--- config.mk ---
export PLATFORM = sky130hd
export DESIGN_NAME = bitmask_imm_decoder
export DESIGN_NICKNAME = d
export VERILOG_FILES = /design/src/rtl/bmi_pkg.sv /design/src/rtl/bmi_size_detect.sv /design/src/rtl/bmi_pattern_gen.sv /design/src/rtl/bmi_out_stage.sv /design/src/rtl/bitmask_imm_decoder.sv
export SDC_FILE = /design/constraint.sdc
export NUM_CORES = 1
export LEC_CHECK = 0
export ABC_AREA = 1
export ABC_CLOCK_PERIOD_IN_PS = 3700
export BUFFER_PORTS_ARGS = -buffer_cell sky130_fd_sc_hd__buf_4
export CAP_MARGIN = 20
export CORE_ASPECT_RATIO = 1.1
export CORE_MARGIN = 5
export CORE_UTILIZATION = 30
export DETAILED_ROUTE_END_ITERATION = 6
export PLACE_DENSITY = 0.46
export SETUP_SLACK_MARGIN = 0.05
export SYNTH_ARGS = -nofsm -noshare
export SYNTH_HDL_FRONTEND = slang
export SYNTH_SLANG_ARGS = --single-unit
--- constraint.sdc ---
create_clock -name clk -period 3.7 [get_ports clk]
set_input_delay 0.555 -clock clk [delete_from_list [all_inputs] [get_ports clk]]
set_output_delay 0.555 -clock clk [all_outputs]
set_load 0.05 [all_outputs]
--- src/rtl/bmi_pkg.sv ---
package bmi_pkg;
  localparam int DATA_W = 64;
  localparam int LOGW   = $clog2(DATA_W);
  localparam int CODE_W = 2 * LOGW + 1;

  // Field order is fixed by the packed code: flag on top, run length at bottom.
  typedef struct packed {
    logic            wide_elem;
    logic [LOGW-1:0] rot;
    logic [LOGW-1:0] run;
  } bmi_code_t;
endpackage

--- src/rtl/bmi_size_detect.sv ---
module bmi_size_detect #(
  parameter int LOGW = 6
) (
  input  logic            clk,
  input  logic            rst,
  input  logic            wide_elem,
  input  logic [LOGW-1:0] run,
  input  logic            wide_op,
  output logic [LOGW:1]   size_sel,
  output logic            legal
);
  logic found;
  logic full_run;
  logic too_wide;

  // One-hot element size: bit p set means element of 2^p bits.
  always_comb begin
    size_sel = '0;
    found    = 1'b0;
    if (wide_elem) begin
      size_sel[LOGW] = 1'b1;
    end else begin
      for (int p = LOGW - 1; p >= 1; p--) begin
        if (!found && !run[p]) begin
          size_sel[p] = 1'b1;
          found       = 1'b1;
        end
      end
    end
  end

  // Run that fills the whole element is reserved.
  always_comb begin
    full_run = 1'b0;
    for (int p = 1; p <= LOGW; p++) begin
      logic [LOGW-1:0] low_mask;
      low_mask = LOGW'((1 << p) - 1);
      if (size_sel[p] && ((run & low_mask) == low_mask))
        full_run = 1'b1;
    end
  end

  assign too_wide = size_sel[LOGW] && !wide_op;
  assign legal    = (|size_sel) && !full_run && !too_wide;

  assert_size_onehot_R2: assert property (@(posedge clk) disable iff (rst)
    $onehot0(size_sel));

  assert_legal_needs_size_R2: assert property (@(posedge clk) disable iff (rst)
    legal |-> ($countones(size_sel) == 1));
endmodule

--- src/rtl/bmi_pattern_gen.sv ---
module bmi_pattern_gen #(
  parameter int LOGE   = 1,
  parameter int DATA_W = 64
) (
  input  logic [LOGE-1:0]   s,
  input  logic [LOGE-1:0]   r,
  output logic [DATA_W-1:0] rep
);
  localparam int E = 1 << LOGE;

  logic [E-1:0] elem;

  // Rotated run: bit i takes source bit (i + r) mod E, which is set when <= s.
  always_comb begin
    for (int i = 0; i < E; i++) begin
      logic [LOGE-1:0] src;
      src     = LOGE'(i) + r;
      elem[i] = (src <= s);
    end
  end

  always_comb begin
    for (int b = 0; b < DATA_W; b++)
      rep[b] = elem[b % E];
  end
endmodule

--- src/rtl/bmi_out_stage.sv ---
module bmi_out_stage #(
  parameter int DATA_W = 64
) (
  input  logic              clk,
  input  logic              rst,
  input  logic [DATA_W-1:0] pattern,
  input  logic              legal,
  input  logic              wide_op,
  input  logic              invert,
  output logic [DATA_W-1:0] mask_q,
  output logic              legal_q
);
  localparam int HALF = DATA_W / 2;
  localparam logic [DATA_W-1:0] NARROW = {{HALF{1'b0}}, {HALF{1'b1}}};

  logic [DATA_W-1:0] width_mask;
  logic [DATA_W-1:0] shaped;

  assign width_mask = wide_op ? '1 : NARROW;

  always_comb begin
    shaped = invert ? ~pattern : pattern;
    shaped = shaped & width_mask;
    if (!legal)
      shaped = '0;
  end

  always_ff @(posedge clk) begin
    if (rst) begin
      mask_q  <= '0;
      legal_q <= 1'b0;
    end else begin
      mask_q  <= shaped;
      legal_q <= legal;
    end
  end

  assert_reject_zero_R10: assert property (@(posedge clk) disable iff (rst)
    !legal_q |-> (mask_q == '0));
endmodule

--- src/rtl/bitmask_imm_decoder.sv ---
module bitmask_imm_decoder
  import bmi_pkg::*;
(
  input  logic              clk,
  input  logic              rst,
  input  logic [CODE_W-1:0] code_i,
  input  logic              wide_i,
  input  logic              invert_i,
  output logic [DATA_W-1:0] mask_o,
  output logic              legal_o
);
  bmi_code_t         code;
  logic [LOGW:1]     size_sel;
  logic              legal;
  logic [DATA_W-1:0] pat [LOGW:1];
  logic [DATA_W-1:0] sel_pat;

  assign code = bmi_code_t'(code_i);

  bmi_size_detect #(.LOGW(LOGW)) u_size (
    .clk       (clk),
    .rst       (rst),
    .wide_elem (code.wide_elem),
    .run       (code.run),
    .wide_op   (wide_i),
    .size_sel  (size_sel),
    .legal     (legal)
  );

  // One pattern generator per candidate element size.
  for (genvar g = 1; g <= LOGW; g++) begin : g_elem
    bmi_pattern_gen #(.LOGE(g), .DATA_W(DATA_W)) u_pat (
      .s   (code.run[g-1:0]),
      .r   (code.rot[g-1:0]),
      .rep (pat[g])
    );
  end

  always_comb begin
    sel_pat = '0;
    for (int g = 1; g <= LOGW; g++)
      if (size_sel[g])
        sel_pat = sel_pat | pat[g];
  end

  bmi_out_stage #(.DATA_W(DATA_W)) u_out (
    .clk     (clk),
    .rst     (rst),
    .pattern (sel_pat),
    .legal   (legal),
    .wide_op (wide_i),
    .invert  (invert_i),
    .mask_q  (mask_o),
    .legal_q (legal_o)
  );

  assert_narrow_upper_R8: assert property (@(posedge clk) disable iff (rst)
    !$past(wide_i) |-> (mask_o[DATA_W-1:DATA_W/2] == '0));

  assert_wide_elem_narrow_R7: assert property (@(posedge clk) disable iff (rst)
    ($past(code_i[CODE_W-1]) && !$past(wide_i)) |-> !legal_o);

  assert_full_run_reject_R5: assert property (@(posedge clk) disable iff (rst)
    ($past(code_i[LOGW-1:0]) == '1) |-> !legal_o);

  assert_legal_nonzero_R3: assert property (@(posedge clk) disable iff (rst)
    (legal_o && !$past(invert_i)) |-> (mask_o != '0));
endmodule

# [Yosys cells after proc, flatten, opt, wreduce, memory -nomap -nowiden]
# Index checks and enable logic that the tools add are counted.
[totals] ff_bits=65 latch_bits=0 ram_bits=0 rom_bits=0 in_bits=17 out_inout_bits=65 mem_count=0
[op_classes] n_addsub=120 n_mul=0 n_div=0 magnitude_cmp=126 n_eq_ne=5 shift=0 muxes=28 n_bitwise=8 reduce_logical=26
[op_table] op="$mux W64" n=8
[op_table] op="$le A6 B6 Y1" n=64
[op_table] op="$or A64 B64 Y64" n=5
[op_table] op="$add A6 B6 Y6 const A" n=32
[op_table] op="$le A5 B5 Y1" n=32
[op_table] op="$add A5 B6 Y6 const A" n=16
[op_table] op="$add A5 B5 Y5 const A" n=16
[op_table] op="$and A64 B64 Y64" n=1
[op_table] op="$le A4 B4 Y1" n=16
[op_table] op="$not A64 Y64" n=1
[op_table] op="$add A4 B6 Y6 const A" n=8
[op_table] op="$add A4 B5 Y5 const A" n=8
[op_table] op="$add A4 B4 Y4 const A" n=8
[op_table] op="$add A3 B6 Y6 const A" n=4
[op_table] op="$le A3 B3 Y1" n=8
[op_table] op="$add A3 B5 Y5 const A" n=4
[op_table] op="$mux W1" n=19
[op_table] op="$add A3 B4 Y4 const A" n=4
[op_table] op="$logic_and A1 B1 Y1" n=13
[op_table] op="$add A2 B6 Y6 const A" n=2
[op_table] op="$add A3 B3 Y3 const A" n=4
[op_table] op="$logic_not A1 Y1" n=11
[op_table] op="$add A2 B5 Y5 const A" n=2
[op_table] op="$add A2 B4 Y4 const A" n=2
[op_table] op="other kinds (19)" n=25

# [Logic depth before layout (Yosys ltp)]
# Gate-level depths: netlist of the first run.
[logic_depth] word_depth=32 mapped_depth=20

# [Hierarchy]
# A second synthesis of the first run with hierarchy kept.
[hier_totals] hier_cells=3440 hier_area_um2=18904.4
[modules_own_cells] module="bmi_pattern_gen (g_elem[6].u_pat)" instances=1 cells_per_inst=1124 area_each_um2=6024.5 seq_area_each_um2=0.0
[modules_own_cells] module="bitmask_imm_decoder" instances=1 cells_per_inst=810 area_each_um2=3310.7 seq_area_each_um2=0.0
[modules_own_cells] module="bmi_pattern_gen (g_elem[5].u_pat)" instances=1 cells_per_inst=508 area_each_um2=3123.0 seq_area_each_um2=0.0
[modules_own_cells] module="bmi_out_stage" instances=1 cells_per_inst=409 area_each_um2=2697.6 seq_area_each_um2=1301.2
[modules_own_cells] module="bmi_pattern_gen (g_elem[4].u_pat)" instances=1 cells_per_inst=263 area_each_um2=1580.3 seq_area_each_um2=0.0
[modules_own_cells] module="bmi_pattern_gen (g_elem[3].u_pat)" instances=1 cells_per_inst=130 area_each_um2=885.8 seq_area_each_um2=0.0
[modules_own_cells] module="bmi_pattern_gen (g_elem[2].u_pat)" instances=1 cells_per_inst=94 area_each_um2=641.9 seq_area_each_um2=0.0
[modules_own_cells] module="bmi_pattern_gen (g_elem[1].u_pat)" instances=1 cells_per_inst=66 area_each_um2=480.5 seq_area_each_um2=0.0
[modules_own_cells] module="bmi_size_detect" instances=1 cells_per_inst=36 area_each_um2=160.2 seq_area_each_um2=0.0

# [Least setup slack after synthesis of the first run]
# Ideal clock, no wire load.
[synth_timing] path_kind="input port to flip-flop" from="input port code_i[8]" to="register u_out.mask_q[23]" arrival_time_ns=2.843 path_slack_ns=0.744 path_stages=16 cell_sequence="clkbuf_1 inv_1 ha_1 nand2_1 xor2_1 inv_1 ha_1 nand2_1 inv_1 nand2_1 a21oi_1 nor2_1 nor2_1 nand3_1 nor2_1 nor2_1"
[synth_via] elab_chain_cells=13 elab_cells_between_ends=19 cone_classes="add/sub: 4; order compare: 4; mux: 5; bitwise: 6"
[synth_lines] element="from (decl)" line="bitmask_imm_decoder.sv:6" source="input logic [CODE_W-1:0] code_i,"
[synth_lines] element="$add A3 B3 Y3" line="bmi_pattern_gen.sv:17" source="src = LOGE'(i) + r;"
[synth_lines] element="$le A3 B3 Y1" line="bmi_pattern_gen.sv:18" source="elem[i] = (src <= s);"
[synth_lines] element="$or A64 B64 Y64" line="bitmask_imm_decoder.sv:43" source="sel_pat = sel_pat | pat[g];"
[synth_lines] element="$mux W64" line="bitmask_imm_decoder.sv:42" source="if (size_sel[g])"
[synth_lines] element="$or A64 B64 Y64" line="bitmask_imm_decoder.sv:43"
[synth_lines] element="$mux W64" line="bitmask_imm_decoder.sv:42"
[synth_lines] element="$or A64 B64 Y64" line="bitmask_imm_decoder.sv:43"
[synth_lines] element="$mux W64" line="bitmask_imm_decoder.sv:42"
[synth_lines] element="$or A64 B64 Y64" line="bitmask_imm_decoder.sv:43"
[synth_lines] element="$mux W64 *" line="bitmask_imm_decoder.sv:42"
[synth_lines] element="$not A64 Y64" line="bmi_out_stage.sv:22" source="shaped = invert ? ~pattern : pattern;"
[synth_lines] element="$mux W64 *" line="bmi_out_stage.sv:22"
[synth_lines] element="$and A64 B64 Y64 *" line="bmi_out_stage.sv:23" source="shaped = shaped & width_mask;"
[synth_lines] element="to (signal assigned)" line="bmi_out_stage.sv:33" source="mask_q <= shaped;"
[synth_lines] element="to (decl)" line="bmi_out_stage.sv:10" source="output logic [DATA_W-1:0] mask_q,"
# Mark *: on every way between the ends. The rest lies on a longest branch, timed or not.
# A chain may end at the register's enable or synchronous reset.

# [Worst setup path after layout of the first run]
[layout_timing] from="input port code_i[8]" to="register u_out.mask_q[7]"
# Same word-level chain as after synthesis.

==> results by group, run 1 <==
Clock network
  – CTS Sinks: 65
  – Num CTS Buffers: 9
  – PostCTS Resize Cnt: 0
  – Clock Path Buffers: 2
  – # Post-CTS Setup Buffers: 0
  – Cts hold-fix bufs: 0
  – CTS root buffer: clkbuf_16
  – CTS tree: built
  – H-tree depth: 3
  – Worst-path clk slew: 0.06 ns

Setup path
  – Crit-path leading delay family: simple AND/OR/NAND/NOR gates
  – WP buf/inv: 4
  – WS Path Type: in -> reg
  – Worst EP required: 3.95 ns
  – Max incr delay on CP: 0.35 ns
  – Levels on crit path: 16
  – Startpoint Class: input port
  – Worst-path cell chain: buf_4 > inv_1 > ha_1 > nand2_1 > xor2_1 > inv_1 > ha_1 > nand2_1 > inv_1 > nand2_1 > a21oi_1 > nor2_1 > nor2_1 > nand3_1 > nor2_1 > nor2_1
  – Worst path arrival time: 3.29 ns
  – Maximum net fanout on the critical path: 12
  – Crit path top cell by count: nor2_1
  – Worst path slowest cell: ha_1
  – CP endpoint kind: flop

Global route
  – Grt total ovfl: 0
  – Vias in the first global route: 10634
  – Most used routing layer: met2
  – Met3 Track Usage GR: 2.27%
  – GRT met1 Usage: 26.3%
  – Initial antenna violation count: 1
  – First-pass GRT wire length: 58100 µm
  – Global Route Usage Sum: 19.2%
  – Largest net degree at the start of global routing: 76
  – Met2 Use GR: 31.8%

Die
  – Die width: 186 µm
  – Initial Util: 30.5%
  – Die Y: 203 µm
  – # rows: 70
  – Core ar.: 33400 µm²
  – IO Pins: 82
  – DIE AREA: 37800 µm²

Logic synthesis
  – Top_reg_cell synth: dfxtp_1
  – Multiplexer area fraction after synthesis: 0%
  – Post-synth top area cell: nand2_1
  – Ys Warns: 0
  – Post-synthesis cell area: 10200 µm²
  – XOR/XNOR share of the synthesized area: 3.61%
  – Post-synthesis adder-cell area fraction: 17.8%
  – Seq cells post-synth: 65
  – Synth top cells by count: nand2_1 (651), nand3_1 (230), inv_1 (220)
  – Number of enable flip-flop cells after synthesis: 0
  – Synth top area share: 24.0%
  – Syn Nets: 1974
  – Most area-consuming cells after synthesis: nand2_1 (24%), ha_1 (18%), dfxtp_1 (13%)
  – Register area share after synthesis: 12.8%
  – Mapped Avg Cell Area: 5.62 µm²
  – Count leader, synth: nand2_1
  – Synth Area in Compound Gates: 10.9%
  – Main combinational cell family by area after synthesis: simple AND/OR/NAND/NOR gates
  – Count of cell types in the netlist: 32
  – Cells after synthesis: 1812
  – Async SR Flop Fraction: 0%
  – Synth Area in Simple Gates: 44.2%

STA
  – Final Hold Violating Endpoints: 0
  – Final setup vio count: 0
  – Final min period: 3.04 ns
  – Final Max Tran Viols: 0
  – Setup_tns: 0 ns
  – Final worst path period share: 82.2%
  – Fmax: 0.329 GHz
  – Hold slack final: 0.639 ns
  – RSZ-0062 raised after global routing: false
  – Relative slew slack: 31.0%
  – Worst slew pin tran: 1.03 ns

Power
  – PD cells: 339 nW/µm²
  – Leakage Power: 6.56 nW
  – Peak VDD IR: 0.223 mV

Route
  – WL final: 36400 µm
  – # DRC: 0
  – Drt via density: 4.94
  – DR WL/cell: 15.6 µm
  – Via Count: 11526
  – Initial DRC Count: 715
  – Drt pass-1 iters: 6
  – Final ANT Viol Nets: 0

Final layout
  – Layout cells sized above 1: 8.47%
  – Core Util, Final: 35.0%
  – Nets: 2057
  – P&R area growth vs syn: 14.6%

Min path
  – Hold Path Depth: 4
  – Worst hold-check path type: in -> reg

Place
  – Gp weighted congestion: 0.895
  – DP HPWL: 28200 µm
  – # port buffers: 81

Run
  – Number of max-cap violations: 0

Status
  – Status: completed
per-stage QoR:
| step | cell area (µm²) | total power, W | setup WS (ns) | cells |
|---|---|---|---|---|
| global placement | 11400 | 0.00307 | 0.380 | 2316 |
| detailed placement | 11400 | 0.00307 | 0.312 | 2316 |
| finish | 11700 | 0.00396 | 0.659 | 2333 |
| global route | 11700 | 0.00432 | 0.255 | 2332 |
| CTS | 11700 | 0.00400 | 0.687 | 2332 |
| floorplan | 10200 | 0.00247 | 0.744 | 1812 |
sequential cells by signal (all words and copies together) (netlist names):
| name | count |
|---|---|
| u_out.legal_q | 1 |
| u_out.mask_q | 64 |
per-layer routing:
metal	vias to the layer above	wire length, µm
met3	31	1720
li1	6025	-
met2	253	16700
met4	0	715
met1	5217	17300
met5	-	0
cell families after synthesis:
family                   Yosys count
AND/OR/NAND/NOR                 1077
buffers and inverters            274
flip-flops                        65
adder cells (fa/ha/maj)          145
XOR/XNOR                          42
AO/OA/AOI/OAI                    209
placed cells by master, fill, tap and decap left out, types with 2 or more instances in the layout:
cell type	count
a21o_1	4
a21oi_1	134
nand4_1	32
clkbuf_16	9
clkbuf_1	3
o21a_1	9
inv_2	6
nand2_1	651
buf_4	118
nor2_2	16
nand3_1	230
xor2_1	39
or2_2	2
ha_1	145
clkinv_1	3
o21ai_0	38
nor2_1	139
xnor2_1	3
nand3b_1	2
a31oi_1	21
inv_1	219
clkinv_2	2
dfxtp_1	65
area by class of cell:
| class | count | area [µm²] |
|---|---|---|
| Sequential cell | 65 | 1300 |
| Clock buffer | 13 | 250 |
| Timing Repair Buffer | 118 | 886 |
| Antenna cell | 1 | 2.50 |
| Fill cell | 3742 | 21700 |
| Tap cell | 432 | 541 |
| Clock inverter | 3 | 40.0 |
| Inverter | 228 | 856 |
| Multi-Input combinational cell | 1473 | 7800 |
worst min-delay path: stages:
cell and delay [ns]:
buf_4 0.11, a21oi_1 0.05, nand2_1 0.10, nor2_4 0.10
power by group:
| part | switching [W] | leakage [nW] | total [W] | internal [W] |
|---|---|---|---|---|
| clock network | 0.000353 | 0.144 | 0.000892 | 0.000539 |
| registers | 0.0000271 | 0.537 | 0.000795 | 0.000768 |
| logic | 0.00153 | 5.88 | 0.00227 | 0.000736 |
| total | 0.00191 | 6.56 | 0.00396 | 0.00204 |
worst paths after layout:
kind	start	end	slack, ns
worst max-delay path	code_i[8]	u_out.mask_q[7]$_SDFF_PP0_	0.66
worst min-delay path	rst	u_out.legal_q$_SDFF_PP0_	0.64
Note: power is estimated with default switching activity, not from simulation.
==> inputs of run 2 (changes only) <==
- ABC_AREA: 1 -> 0
- ABC_CLOCK_PERIOD_IN_PS: 3700 -> 2600
- PLACE_DENSITY: 0.46 -> 0.48
- clock period: 3.7 -> 2.6 ns (I/O delays scaled with it)
==> run 2 against run 1 <==
Non-clock buffer count grew 170. Sequential share of layout area is essentially flat. Global-route usage shrank 0.89 points. Via count shrank 21%. Final cell count shrank 25%. Sequential power grew 43%. Largest power group unchanged. Highest routed layer unchanged.
==> results by group, run 2 <==
Final layout
  – Largest regs: u_out.mask_q: 64 flops, u_out.legal_q: 1 flops
  – Most common cell after layout, fill and taps aside: buf_4
  – Nets: 1533 (-25%)
  – Layout cells sized above 1: 29.3% (+21 points)
  – Cell area after layout: 11700 µm² (-0.15%)
  – Biggest register: u_out.mask_q
  – Core Util, Final: 40.7% (+5.7 points)
  – Largest register FFs: 64 (unchanged)
  – Antenna diodes: 0 (-1)
  – P&R area growth vs syn: 34.1%
  – Commonest cells after routing, fill and taps aside: buf_4 (277), ha_1 (141), a21oi_1 (140), nor2_1 (90), nand2_1 (83)

Logic synthesis
  – Post-synth top area cell: ha_1
  – Post-synthesis cell area: 8690 µm² (-15%)
  – Count of cell types in the netlist: 63 (+97%)
  – Number of enable flip-flop cells after synthesis: 0 (unchanged)
  – Cells after synthesis: 1130 (-38%)
  – Count leader, synth: a21oi_1
  – Synth top cells by count: a21oi_1 (146), ha_1 (145), nor2_1 (91)
  – Register area share after synthesis: 15.0% (+2.2 points)
  – Ys Warns: 0 (unchanged)
  – Syn Nets: 1292 (-35%)
  – Seq cells post-synth: 65 (unchanged)
  – Mapped Avg Cell Area: 7.69 µm² (+37%)
  – Top_reg_cell synth: dfxtp_1
  – Synth top area share: 20.9% (-3.1 points)
  – Async SR Flop Fraction: 0% (unchanged)
  – Most area-consuming cells after synthesis: ha_1 (21%), dfxtp_1 (15%), a21oi_1 (8.4%)

Route
  – # DRC: 0 (unchanged)
  – Final ANT Viol Nets: 0 (unchanged)
  – Drt via density: 5.25 (+6.3%)
  – WL final: 30000 µm (-18%)
  – DR WL/cell: 17.2 µm (+10%)
  – Initial DRC Count: 541 (-24%)
  – Drt pass-1 iters: 6 (unchanged)
  – Via Count: 9154 (-21%)

STA
  – Worst slew pin tran: 0.492 ns (-0.542 ns)
  – Final Hold Violating Endpoints: 0 (unchanged)
  – Final setup vio count: 0 (unchanged)
  – Final min period: 2.46 ns
  – Final Max Tran Viols: 0 (unchanged)
  – Final worst path period share: 94.7%
  – Relative slew slack: 67.0% (+36 points)
  – PnR worst setup slack: 0.137 ns (-0.521 ns)
  – RSZ-0062 raised after global routing: true
  – Fmax: 0.406 GHz

Power
  – Peak VDD IR: 0.372 mV (+67%)
  – PD cells: 487 nW/µm² (+44%)
  – Final Total Pwr: 0.00567 W (+43%)
  – Leakage Power: 5.55 nW (-15%)

Status
  – Status: completed

Global route
  – Largest net degree at the start of global routing: 37 (-51%)
  – Initial antenna violation count: 0 (-1)
  – Vias in the first global route: 9103 (-14%)
  – Global Route Usage Sum: 18.3% (-0.89 points)
  – First-pass GRT wire length: 47800 µm (-18%)
  – Grt total ovfl: 0 (unchanged)

Die
  – IO Pins: 82 (unchanged)
  – Initial Util: 30.4% (-0.17 points)
  – DIE AREA: 32500 µm² (-14%)
  – Die Y: 189 µm (-7.3%)
  – # rows: 65 (-7.1%)
  – Core ar.: 28600 µm² (-14%)
  – Die width: 172 µm (-7.2%)

Setup path
  – Crit path top cell by count: buf_4
  – Worst EP required: 2.82 ns (-1.13 ns)
  – Max incr delay on CP: 0.37 ns (+0.02 ns)
  – Maximum net fanout on the critical path: 5 (-7)
  – CP endpoint kind: flop
  – Worst-path cell chain: buf_4 > inv_2 > ha_2 > ha_1 > and2b_2 > o311ai_1 > a21boi_0 > o32ai_1 > nor3_1 > buf_4 > mux2i_1
  – Startpoint Class: input port
  – WP buf/inv: 3 (-1)
  – Worst path arrival time: 2.68 ns (-0.61 ns)
  – Worst path slowest cell: o311ai_1
  – WS Path Type: in -> reg
  – Crit-path leading delay family: compound AO/OA/AOI/OAI gates

Clock network
  – Num CTS Buffers: 9 (unchanged)
  – CTS root buffer: clkbuf_16
  – Cts hold-fix bufs: 0 (unchanged)
  – # Post-CTS Setup Buffers: 0 (unchanged)
  – PostCTS Resize Cnt: 0 (unchanged)
  – Clock Path Buffers: 2 (unchanged)
  – CTS Sinks: 65 (unchanged)
  – CTS tree: built
  – H-tree depth: 3 (unchanged)
  – Worst-path clk slew: 0.06 ns (about the same)

Place
  – Setup WS pre-CTS: -0.255 ns (-0.567 ns)
  – Placed inst area: 11200 µm² (-1.5%)
  – DP HPWL: 23500 µm (-17%)
  – # port buffers: 81 (unchanged)
  – Gp weighted congestion: 0.846 (-5.5%)

Min path
  – Worst hold-check path type: in -> reg

Run
  – Number of max-cap violations: 0 (unchanged)
## run 2: cell types whose count changed after synthesis, sizes merged, moves of 45 or more
cell,delta
inv,-144
mux2i,+64
nand2,-568
nand3,-225
nor2,-65
o31ai,+45
xnor2,+46
## run 2: final cells by class
cell class / count / area, µm²
multi-input cells: 926 / 6990
clock inverters: 3 / 40.0
well taps: 368 / 460
fillers: 2952 / 17000
inverters: 81 / 310
flip-flops and latches: 65 / 1300
clock buffers: 12 / 256
repair buffers: 288 / 2300
## run 2: final timing paths
kind,start,end,slack (ns),cells past startpoint
max,code_i[7],u_out.mask_q[33]$_SDFF_PP0_,0.14,11
min,wide_i,u_out.legal_q$_SDFF_PP0_,0.33,3
## run 2: per-stage QoR
step	hold slack [ns]	TNS, ns	cells
after detailed placement	0.676	-7.51	1728
after global placement	0.682	-7.25	1728
after global routing	0.387	0	1743
after CTS	0.320	0	1743
final	0.331	0	1743
after floorplan	0.544	-0.0118	1130
## run 2: cell families (layout without fill, tap and decap cells)
kind of cell / count (synthesis) / in the layout / share of synthesized area [%]
buf+inv: 139 / 384 / 6.59
flops: 65 / 65 / 15.0
compound gates: 380 / 380 / 28.7
xor+xnor: 53 / 53 / 5.34
simple gates: 283 / 283 / 16.1
fa+ha+maj: 146 / 146 / 21.0
mux: 64 / 64 / 7.37
## run 2: routing by layer
metal,GRT usage [%],vias up,routed length [µm]
met5,0,-,0
met4,4.72,0,653
met3,2.64,35,996
met2,32.6,165,14900
met1,23.0,4296,13500
li1,-,4658,-
## run 2: power by group
part | switching [W] | internal [W] | total (W)
Clock | 0.000470 | 0.000787 | 0.00126
Sequential | 0.0000382 | 0.00110 | 0.00114
Combinational | 0.00186 | 0.00142 | 0.00327
